### config.mk
export PLATFORM = sky130hd
export DESIGN_NAME = pause_rx_filter
export DESIGN_NICKNAME = d
export VERILOG_FILES = /design/src/rtl/pause_rx_pkg.sv /design/src/rtl/pause_hdr_match.sv /design/src/rtl/pause_rx_result.sv /design/src/rtl/pause_rx_filter.sv
export SDC_FILE = /design/constraint.sdc
export NUM_CORES = 1
export LEC_CHECK = 0
export ABC_AREA = 1
export BUFFER_PORTS_ARGS = -buffer_cell sky130_fd_sc_hd__buf_2
export CAP_MARGIN = 20
export CORE_MARGIN = 4
export CORE_UTILIZATION = 35
export CTS_BUF_LIST = sky130_fd_sc_hd__clkbuf_2 sky130_fd_sc_hd__clkbuf_4 sky130_fd_sc_hd__clkbuf_8
export CTS_CLUSTER_DIAMETER = 120
export CTS_CLUSTER_SIZE = 20
export DETAILED_ROUTE_END_ITERATION = 6
export GPL_TIMING_DRIVEN = 0
export PLACE_DENSITY = 0.57
export SLEW_MARGIN = 20
export SYNTH_ARGS = -nofsm -noshare
export SYNTH_HDL_FRONTEND = slang
export SYNTH_SLANG_ARGS = --single-unit
### constraint.sdc
create_clock -name clk -period 3.1 [get_ports clk]
set_input_delay 0.31 -clock clk [delete_from_list [all_inputs] [get_ports clk]]
set_output_delay 0.31 -clock clk [all_outputs]
set_load 0.005 [all_outputs]
### src/rtl/pause_rx_pkg.sv
// Shared constants and types for the pause frame receive validator.
// Assumes the header layout: 6 B destination, 6 B source, 2 B type,
// 2 B opcode, 2 B quantum, all most significant byte first.
package pause_rx_pkg;
    localparam int          HDR_LEN     = 18;
    localparam int          IDX_W       = $clog2(HDR_LEN + 1);
    localparam logic [47:0] RSVD_DA     = 48'h0180C2000001;
    localparam logic [15:0] CTRL_TYPE   = 16'h8808;
    localparam logic [15:0] PAUSE_OPC   = 16'h0001;

    // Running verdict of the header parse, including the current byte
    typedef struct packed {
        logic        da_station;
        logic        da_rsvd;
        logic        hdr_ok;
        logic        complete;
        logic [15:0] quanta;
    } pause_parse_t;

    // Pick byte 'pos' (0 = most significant) of a 48-bit address
    function automatic logic [7:0] addr_byte(input logic [47:0] a, input logic [IDX_W-1:0] pos);
        logic [7:0] b;
        case (pos)
            IDX_W'(0): b = a[47:40];
            IDX_W'(1): b = a[39:32];
            IDX_W'(2): b = a[31:24];
            IDX_W'(3): b = a[23:16];
            IDX_W'(4): b = a[15:8];
            default:   b = a[7:0];
        endcase
        return b;
    endfunction
endpackage

### src/rtl/pause_hdr_match.sv
// Byte-serial header matcher. It tracks the byte position within a frame
// and folds each byte into running match flags. The verdict on the port
// already includes the byte present this cycle, so the end-of-frame byte
// can be judged without extra delay.
// Assumes rx_sof and rx_eof are only meaningful while rx_valid is high.
module pause_hdr_match
    import pause_rx_pkg::*;
(
    input  logic         clk,
    input  logic         rst_n,
    input  logic         rx_valid,
    input  logic [7:0]   rx_data,
    input  logic         rx_sof,
    input  logic         rx_eof,
    input  logic [47:0]  station_addr,
    output logic         frame_end,
    output pause_parse_t parse
);
    localparam logic [IDX_W-1:0] LAST_POS = IDX_W'(HDR_LEN - 1);
    localparam logic [IDX_W-1:0] SAT_POS  = IDX_W'(HDR_LEN);

    logic             in_frame;
    logic [IDX_W-1:0] idx;
    logic             st_q, rs_q, hdr_q, full_q;
    logic [7:0]       qhi_q, qlo_q;

    logic             take;
    logic [IDX_W-1:0] pos;
    logic             st_n, rs_n, hdr_n, full_n;
    logic [7:0]       qhi_n, qlo_n;

    // Purpose: fold the current byte into the match flags at its position
    always_comb begin
        take   = rx_valid && (rx_sof || in_frame);
        pos    = rx_sof ? '0 : idx;
        st_n   = rx_sof ? 1'b1 : st_q;
        rs_n   = rx_sof ? 1'b1 : rs_q;
        hdr_n  = rx_sof ? 1'b1 : hdr_q;
        full_n = rx_sof ? 1'b0 : full_q;
        qhi_n  = qhi_q;
        qlo_n  = qlo_q;
        if (pos < IDX_W'(6)) begin
            st_n = st_n && (rx_data == addr_byte(station_addr, pos));
            rs_n = rs_n && (rx_data == addr_byte(RSVD_DA, pos));
        end
        case (pos)
            IDX_W'(12): hdr_n = hdr_n && (rx_data == CTRL_TYPE[15:8]);
            IDX_W'(13): hdr_n = hdr_n && (rx_data == CTRL_TYPE[7:0]);
            IDX_W'(14): hdr_n = hdr_n && (rx_data == PAUSE_OPC[15:8]);
            IDX_W'(15): hdr_n = hdr_n && (rx_data == PAUSE_OPC[7:0]);
            IDX_W'(16): qhi_n = rx_data;
            IDX_W'(17): begin
                qlo_n  = rx_data;
                full_n = 1'b1;
            end
            default: ;
        endcase
        frame_end        = take && rx_eof;
        parse.da_station = st_n;
        parse.da_rsvd    = rs_n;
        parse.hdr_ok     = hdr_n;
        parse.complete   = full_n;
        parse.quanta     = {qhi_n, qlo_n};
    end

    // Purpose: advance the byte position and keep the running flags
    always_ff @(posedge clk) begin
        if (!rst_n) begin
            in_frame <= 1'b0;
            idx      <= '0;
            st_q     <= 1'b0;
            rs_q     <= 1'b0;
            hdr_q    <= 1'b0;
            full_q   <= 1'b0;
            qhi_q    <= '0;
            qlo_q    <= '0;
        end else if (take) begin
            in_frame <= !rx_eof;
            idx      <= (pos > LAST_POS) ? SAT_POS : pos + IDX_W'(1);
            st_q     <= st_n;
            rs_q     <= rs_n;
            hdr_q    <= hdr_n;
            full_q   <= full_n;
            qhi_q    <= qhi_n;
            qlo_q    <= qlo_n;
        end
    end

    assert_idx_bound_R10: assert property (@(posedge clk) disable iff (!rst_n)
        idx <= SAT_POS);
    assert_sof_restart_R12: assert property (@(posedge clk) disable iff (!rst_n)
        (rx_valid && rx_sof) |=> (idx == IDX_W'(1)));
    assert_idle_hold_R12: assert property (@(posedge clk) disable iff (!rst_n)
        !rx_valid |=> $stable(idx));
endmodule

### src/rtl/pause_rx_result.sv
// End-of-frame decision. It combines the header verdict with the error
// and PFC qualifiers and registers the load strobe, the interrupt pulses,
// the latest quantum and the statistics counter.
// Assumes the qualifiers and enables are valid in the end-of-frame cycle.
module pause_rx_result
    import pause_rx_pkg::*;
#(
    parameter int CNT_W = 16
) (
    input  logic             clk,
    input  logic             rst_n,
    input  logic             frame_end,
    input  pause_parse_t     parse,
    input  logic             rx_err,
    input  logic             pfc_active,
    input  logic             rx_pause_en,
    input  logic             irq_en_nonzero,
    input  logic             irq_en_zero,
    output logic             quanta_load,
    output logic [15:0]      quanta_value,
    output logic             irq_nonzero,
    output logic             irq_zero,
    output logic [CNT_W-1:0] pause_count
);
    logic accept;
    logic q_zero;

    // Purpose: decide whether the frame ending now is a valid pause frame
    always_comb begin
        accept = frame_end && parse.complete && parse.hdr_ok
              && (parse.da_station || parse.da_rsvd)
              && !rx_err && !pfc_active;
        q_zero = (parse.quanta == 16'h0000);
    end

    // Purpose: register the outcome pulses, latest quantum and count
    always_ff @(posedge clk) begin
        if (!rst_n) begin
            quanta_load  <= 1'b0;
            quanta_value <= '0;
            irq_nonzero  <= 1'b0;
            irq_zero     <= 1'b0;
            pause_count  <= '0;
        end else begin
            quanta_load <= accept && rx_pause_en;
            irq_nonzero <= accept && !q_zero && irq_en_nonzero;
            irq_zero    <= accept && q_zero && irq_en_zero;
            if (accept) begin
                quanta_value <= parse.quanta;
                pause_count  <= pause_count + CNT_W'(1);
            end
        end
    end

    assert_err_drop_R4: assert property (@(posedge clk) disable iff (!rst_n)
        (frame_end && rx_err) |=> !(quanta_load || irq_nonzero || irq_zero));
    assert_pfc_drop_R5: assert property (@(posedge clk) disable iff (!rst_n)
        (frame_end && pfc_active) |=> $stable(pause_count));
    assert_irq_excl_R7: assert property (@(posedge clk) disable iff (!rst_n)
        $countones({irq_nonzero, irq_zero}) <= 1);
    assert_nz_value_R7: assert property (@(posedge clk) disable iff (!rst_n)
        irq_nonzero |-> (quanta_value != 16'h0000));
    assert_count_step_R8: assert property (@(posedge clk) disable iff (!rst_n)
        quanta_load |-> (pause_count == $past(pause_count) + CNT_W'(1)));
    assert_load_gate_R9: assert property (@(posedge clk) disable iff (!rst_n)
        !rx_pause_en |=> !quanta_load);
endmodule

### src/rtl/pause_rx_filter.sv
// Top of the pause frame receive validator: a byte-serial header matcher
// feeding an end-of-frame decision stage. Outputs follow the end-of-frame
// byte by one clock.
// Assumes one byte per rx_valid beat and a full-duplex link.
module pause_rx_filter
    import pause_rx_pkg::*;
#(
    parameter int CNT_W = 16
) (
    input  logic             clk,
    input  logic             rst_n,
    input  logic             rx_valid,
    input  logic [7:0]       rx_data,
    input  logic             rx_sof,
    input  logic             rx_eof,
    input  logic             rx_err,
    input  logic [47:0]      station_addr,
    input  logic             rx_pause_en,
    input  logic             pfc_active,
    input  logic             irq_en_nonzero,
    input  logic             irq_en_zero,
    output logic             quanta_load,
    output logic [15:0]      quanta_value,
    output logic             irq_nonzero,
    output logic             irq_zero,
    output logic [CNT_W-1:0] pause_count
);
    logic         frame_end;
    pause_parse_t parse;

    pause_hdr_match u_match (
        .clk          (clk),
        .rst_n        (rst_n),
        .rx_valid     (rx_valid),
        .rx_data      (rx_data),
        .rx_sof       (rx_sof),
        .rx_eof       (rx_eof),
        .station_addr (station_addr),
        .frame_end    (frame_end),
        .parse        (parse)
    );

    pause_rx_result #(.CNT_W(CNT_W)) u_result (
        .clk            (clk),
        .rst_n          (rst_n),
        .frame_end      (frame_end),
        .parse          (parse),
        .rx_err         (rx_err),
        .pfc_active     (pfc_active),
        .rx_pause_en    (rx_pause_en),
        .irq_en_nonzero (irq_en_nonzero),
        .irq_en_zero    (irq_en_zero),
        .quanta_load    (quanta_load),
        .quanta_value   (quanta_value),
        .irq_nonzero    (irq_nonzero),
        .irq_zero       (irq_zero),
        .pause_count    (pause_count)
    );
endmodule

==> Word-level counts from Yosys, hierarchy flattened <==
Cells that the tools add are included.
W data, S select, Z words.
{ "op_classes": {"n_div": 0, "n_shift": 0, "mux": 16, "bitwise_logic": 0, "order_cmp": 2, "n_mul": 0, "n_reduce_logical": 28, "n_addsub": 2, "n_eq_ne": 15} }
{ "op_table": {"columns": ["operator", "n"], "rows": [
  ["$pmux W8 S5", 1],
  ["$mux W8", 4],
  ["$pmux W8 S3", 1],
  ["$eq A5 B4 Y1 const B", 4],
  ["$logic_and A1 B1 Y1", 18],
  ["$add A16 B1 Y16 const B", 1],
  ["$eq A8 B8 Y1", 2],
  ["$logic_not A16 Y1", 1],
  ["$eq A5 B2 Y1 const B", 2],
  ["$eq A5 B5 Y1 const B", 2],
  ["$mux W5", 2],
  ["$eq A8 B1 Y1 const B", 1],
  ["$eq A8 B4 Y1 const B", 1],
  ["$eq A8 B8 Y1 const B", 1],
  ["$logic_not A8 Y1", 1],
  ["$mux W1", 7],
  ["$add A5 B1 Y5 const B", 1],
  ["$eq A5 B1 Y1 const B", 1],
  ["$eq A5 B3 Y1 const B", 1],
  ["$gt A5 B5 Y1 const B", 1],
  ["$logic_not A5 Y1", 1],
  ["$lt A5 B3 Y1 const B", 1],
  ["$logic_not A1 Y1", 4],
  ["$pmux W1 S4", 1],
  ["other kinds (2)", 3]
]} }
{ "totals": {"romBits": 0, "n_memories": 0, "inputBits": 66, "latch_bits": 0, "elab_cells": 76, "output_inout_bits": 35, "register_bits": 61, "ram_bits": 0} }

==> Depth between registers and ports, before layout <==
{ "logic_depth": {"ltp_word": 14, "mapped_depth": 21, "depth_no_buf": 20} }

==> Modules after synthesis <==
Synthesis repeated with hierarchy kept, for this count alone.
{ "unflattened": {"cells_unflattened": 595, "area_unflattened_um2": 3781.1} }
{ "by_module_without_submodules": {"columns": ["module", "cells_each", "instances", "area_each_um2", "seq_area_each_um2"], "rows": [
  ["pause_hdr_match", 371, 1, 2159.6, 520.5],
  ["pause_rx_result", 224, 1, 1621.6, 700.7]
]} }

==> Worst setup path after synthesis <==
Ideal clock, no wire load.
{ "synth_timing": {"path_kind": "input port to flip-flop", "start": "input port rx_sof", "end": "register u_result.quanta_value[11]", "setup_time_ns": 0.071, "slack_ns": 0.373, "arrival_ns": 2.657, "t_required_ns": 3.029, "path_buffers": 2, "stages": 16, "path_cell_list": "inv_2 -> nand2_2 -> nor2_1 -> buf_2 -> inv_1 -> nor3_1 -> ha_1 -> xor2_1 -> nor4_1 -> nand4_1 -> nor2_1 -> o22ai_1 -> nor4_4 -> clkbuf_1 -> nand3_1 -> a21oi_1"} }
{ "synth_between": {"elab_chain_cells": 12, "word_cells_on_any_way": 44, "classes_between": "order compare (1); eq/ne (12); mux (14); reduce/logical (17)"} }
{ "synth_rtl": {"columns": ["element", "line", "text"], "rows": [
  ["from (decl)", "pause_rx_filter.sv:14", "input logic rx_sof,"],
  ["$mux W5", "pause_hdr_match.sv:35", "pos = rx_sof ? '0 : idx;"],
  ["$eq A5 B2 Y1 / $eq A5 B3 Y1 (equally long branches)", "pause_rx_pkg.sv:23", "case (pos)"],
  ["$reduce_or A2 Y1 (no line)", null, null],
  ["$pmux W8 S3", "pause_rx_pkg.sv:23", null],
  ["$mux W8", "pause_hdr_match.sv:42", "if (pos < IDX_W'(6)) begin"],
  ["$eq A8 B8 Y1", "pause_hdr_match.sv:44", "rs_n = rs_n && (rx_data == addr_byte(RSVD_DA, pos));"],
  ["$logic_and A1 B1 Y1", "pause_hdr_match.sv:44", null],
  ["$mux W1", "pause_hdr_match.sv:42", null],
  ["$logic_or A1 B1 Y1", "pause_rx_result.sv:31", "&& (parse.da_station || parse.da_rsvd)"],
  ["$logic_and A1 B1 Y1", "pause_rx_result.sv:31", null],
  ["$logic_and A1 B1 Y1 (2 in series)", "pause_rx_result.sv:32", "&& !rx_err && !pfc_active;"],
  ["to (signal assigned)", "pause_rx_result.sv:49", "quanta_value <= parse.quanta;"],
  ["to (decl)", "pause_rx_result.sv:20", "output logic [15:0] quanta_value,"]
]} }
Parallel ways exist; a longest one is shown, timed or not. The select of a mux whose other input is x is not followed.
A chain may end at the register's enable or synchronous reset.

==> Worst setup path after layout <==
{ "layout_timing": {"start": "register u_match.idx[0]", "end": "register u_result.quanta_value[2]"} }
{ "layout_between": {"elab_chain_cells": 12, "word_cells_on_any_way": 32, "classes_between": "order compare (1); eq/ne (11); mux (10); reduce/logical (10)"} }
{ "layout_rtl": {"columns": ["element", "line", "text"], "rows": [
  ["from (decl)", "pause_hdr_match.sv:23", "logic [IDX_W-1:0] idx;"],
  ["from (signal assigned)", "pause_hdr_match.sv:79", "idx <= (pos > LAST_POS) ? SAT_POS : pos + IDX_W'(1);"],
  ["$mux W5 (*)", "pause_hdr_match.sv:35", null],
  ["$eq A5 B2 Y1 / $eq A5 B3 Y1 (equally long branches)", "pause_rx_pkg.sv:23", null],
  ["$reduce_or A2 Y1 (no line)", null, null],
  ["$pmux W8 S3", "pause_rx_pkg.sv:23", null],
  ["$mux W8", "pause_hdr_match.sv:42", null],
  ["$eq A8 B8 Y1", "pause_hdr_match.sv:44", null],
  ["$logic_and A1 B1 Y1", "pause_hdr_match.sv:44", null],
  ["$mux W1", "pause_hdr_match.sv:42", null],
  ["$logic_or A1 B1 Y1", "pause_rx_result.sv:31", null],
  ["$logic_and A1 B1 Y1", "pause_rx_result.sv:31", null],
  ["$logic_and A1 B1 Y1 (2 in series)", "pause_rx_result.sv:32", null]
]} }
Mark *: on every way between the ends. The rest lies on a longest branch, timed or not. The select of a mux whose other input is x is not followed.

==> run_results.csv <==
group,metric,value,unit
global_route,grt_pass1_wl,18.7,mm
final_layout,drive_above_1_share,0.230,
die,core,0.00995,mm²
worst_setup_path,worstPathRequired,3370,ps
clock_network,cts-root-buf,"clkbuf_8",
route,post_drt_wl_per_cell,13.8,µm
route,wl,11.3,mm
clock_network,cts_hold_buf,0,
worst_setup_path,worstPathArrival,3180,ps
hold_path,min_from,"rx_pause_en",
yosys,synth_edf_count,0,
route,via_per_inst,5.04,
sta,fmax,344,MHz
worst_setup_path,r2r_setup_slack,190,ps
clock_network,clkTransAtPathRegs,80,ps
sta,finalSetupViolCount,0,
global_route,grt_overflow,0,
worst_setup_path,crit_family,"simple AND/OR/NAND/NOR gates",
clock_network,cts_tree,"yes",
die,dieArea,0.0121,mm²
placement,dp_cells,803,
yosys,ys_types,31,
worst_setup_path,cp_common_cell,"nor2_2",
final_layout,final_cell_mix,"nand2_1 (140), buf_2 (100), nand3_1 (87), nor2_1 (63), dfxtp_1 (59)",
run_status,status,"finished clean",
yosys,synth_area,0.00363,mm²
sta,hold_viol_final,0,
worst_setup_path,path_buf_inv,4,
worst_setup_path,max_stage_delay,380,ps
final_layout,syn2layout_area_growth,25.9,%
global_route,gr-usage-all-layers,0.194,
route,drc,0,
die,row_count,36,
hold_path,hold_depth,3,
clock_network,cts_buffer_depth,2,
yosys,ys_warn_count,0,
route,num_vias,4140,
power_and_ir_drop,peakVddDrop,0.000252,V
hold_path,min_to,"u_result.quanta_load",
final_layout,fillers,1098,
power_and_ir_drop,p_leak,2.18,nW
die,die_h,110,µm
clock_network,clock-sinks,61,
power_and_ir_drop,powerDensity,399,mW/mm²
yosys,ys_async_sr_fraction,0,
global_route,grt_max_degree,13,
sta,period_needed,2910,ps
hold_path,hp-class,"input pin to flop",
global_route,antenna_found_initial,0,
worst_setup_path,end_kind,"flop",
route,drt_first_pass_iters,5,
placement,gp_congestion,0.870,
worst_setup_path,reg2reg_to,"u_result.quanta_value[2]",
worst_setup_path,path_class,"flop to flop",
worst_setup_path,crit_path_cell_trace,"nand2_2 -> nor2_2 -> buf_4 -> inv_1 -> nor3_2 -> ha_2 -> xor2_1 -> nor4_1 -> nand4_1 -> nor2_2 -> o22ai_2 -> nor4_4 -> buf_6 -> clkbuf_4 -> nand3_1 -> a21oi_1",
yosys,synth_top_flop_cell,"dfxtp_1",
die,io_pins,101,
global_route,first_global_vias,3927,
worst_setup_path,crit_path_top_delay_cell,"dfxtp_2",
yosys,synth-seq-cells,61,
yosys,syn-num-nets,639,
worst_setup_path,timing.rr.start,"u_match.idx[0]",
clock_network,cts_buffers,9,
clock_network,cts_htree_levels,3,
final_layout,layout_commonest_cell,"nand2_1",
sta,fin_crit_sh,0.937,
final_layout,diodes,0,
worst_setup_path,r2r_cells,16,
die,initial_core_util,0.365,
yosys,synthTopCellsByArea,"dfxtp_1 (34%), nand2_1 (14%), nand3_1 (12%)",
final_layout,final_core_util,0.459,
worst_setup_path,cp-start-kind,"flop",
flow_run,cap_violations,0,
yosys,syn_avg_cell_area,6.36,µm²
route,drtIter0Drc,259,
worst_setup_path,cp_max_fo,10,
yosys,syn-instance-count,571,
placement,place_hpwl,8.78,mm
yosys,synth_top_area_cell,"dfxtp_1",
yosys,yosysSeqAreaShare,0.336,
clock_network,insertion_delay,340,ps
route,antenna_left,0,
final_layout,final_nets,751,
sta,clock-skew-final,11.9,ps
final_layout,instances_no_fill,821,
yosys,synth_top_area_share,0.336,
sta,worst_pin_slew,758,ps
sta,maxSlewHeadroom,0.489,
die,dieWidth,110,µm
placement,port_buffers,99,
sta,final_max_slew_viol_count,0,
## tightest hold or removal path, delay by kind of cell
| kind | cells | cell delay, ps |
|---|---|---|
| buffers and inverters | 1 | 90 |
| AND/OR/NAND/NOR | 2 | 80 |
## where the power goes
part / internal [mW] / switching, mW / total (mW)
clock: 0.373 / 0.342 / 0.716
combinational: 0.104 / 0.187 / 0.290
sequential: 0.807 / 0.0140 / 0.821
total: 1.28 / 0.543 / 1.83
## cells by family (layout without fill, tap and decap cells)
family	Yosys count	after routing	synth area share
AO/OA/AOI/OAI	93	93	0.135
XOR/XNOR	17	17	0.0410
adder cells (fa/ha/maj)	2	2	0.00689
buffers and inverters	74	191	0.0854
flip-flops	61	61	0.336
AND/OR/NAND/NOR	324	324	0.396
## cells in the mapped netlist (4+ instances only)
| library cell | n |
|---|---|
| a21oi_1 | 41 |
| buf_4 | 8 |
| clkbuf_1 | 16 |
| dfxtp_1 | 61 |
| inv_1 | 43 |
| inv_2 | 4 |
| nand2_1 | 140 |
| nand2_2 | 6 |
| nand3_1 | 87 |
| nand4_1 | 7 |
| nor2_1 | 65 |
| nor3_1 | 4 |
| nor4_1 | 6 |
| o21ai_0 | 42 |
| xnor2_1 | 8 |
| xor2_1 | 9 |
## worst max path at each step
stage | start | to | slack [ps] | cells after the start
2_1_floorplan | rx_sof | u_result.quanta_value[11] | 370 | 16
3_3_place_gp | rx_sof | u_result.quanta_value[12] | -490 | 17
3_5_place_dp | rx_sof | u_result.quanta_value[12] | -520 | 17
4_1_cts | u_match.idx[1] | u_result.pause_count[11] | 0.7 | 17
5_1_grt | u_match.idx[0] | u_result.quanta_value[5] | -10 | 16
6_report | u_match.idx[0] | u_result.quanta_value[2] | 190 | 16
## layout make-up
class	count	area (µm²)	share of cell area
multi-input combinational	436	2140	0.467
sequential	61	1220	0.268
timing repair buffer	101	514	0.112
inverter	48	180	0.0394
tap	133	166	0.0364
buffer	26	155	0.0339
clock buffer	9	124	0.0271
clock inverter	7	73.8	0.0161
## stage by stage
stage / hold slack, ps / total power [mW] / instance area, µm² / TNS [ps] / setup WS (ps)
final: 178 / 1.83 / 4570 / 0 / 194
after global routing: 187 / 1.92 / 4570 / -15.9 / -14.4
after CTS: 166 / 1.84 / 4520 / 0 / 0.672
after detailed placement: 453 / 1.12 / 4300 / -15840 / -519
after global placement: 449 / 1.12 / 4300 / -14910 / -495
after floorplan: 429 / 1.02 / 3630 / 0 / 373
## timing repair
item / in CTS / in global routing
pin swaps: 2 / 3
gates resized for setup: 7 / 18
setup buffers: 1 / 1
endpoints found under the setup margin: 35 / 35
## sequential cells by signal, indices dropped and copies added, names as in the netlist
| register | flops |
|---|---|
| u_result.irq_zero | 1 |
| u_result.pause_count | 16 |
| u_match.rs_q | 1 |
| u_match.idx | 5 |
| u_match.full_q | 1 |
| u_result.quanta_value | 16 |
| u_result.irq_nonzero | 1 |
| u_match.qhi_q | 8 |
| u_match.in_frame | 1 |
| u_match.hdr_q | 1 |
| u_match.st_q | 1 |
| u_result.quanta_load | 1 |
| u_match.qlo_q | 8 |
## metal layers
layer  GRT usage  wire, µm  vias to the layer above
met4      0.0463       131                        0
met2       0.327      5400                      100
met1       0.253      5250                     1924
li1            -         -                     2102
met3      0.0411       557                       14
met5           0         0                        -
No activity file was read; power rests on OpenSTA's default activity.
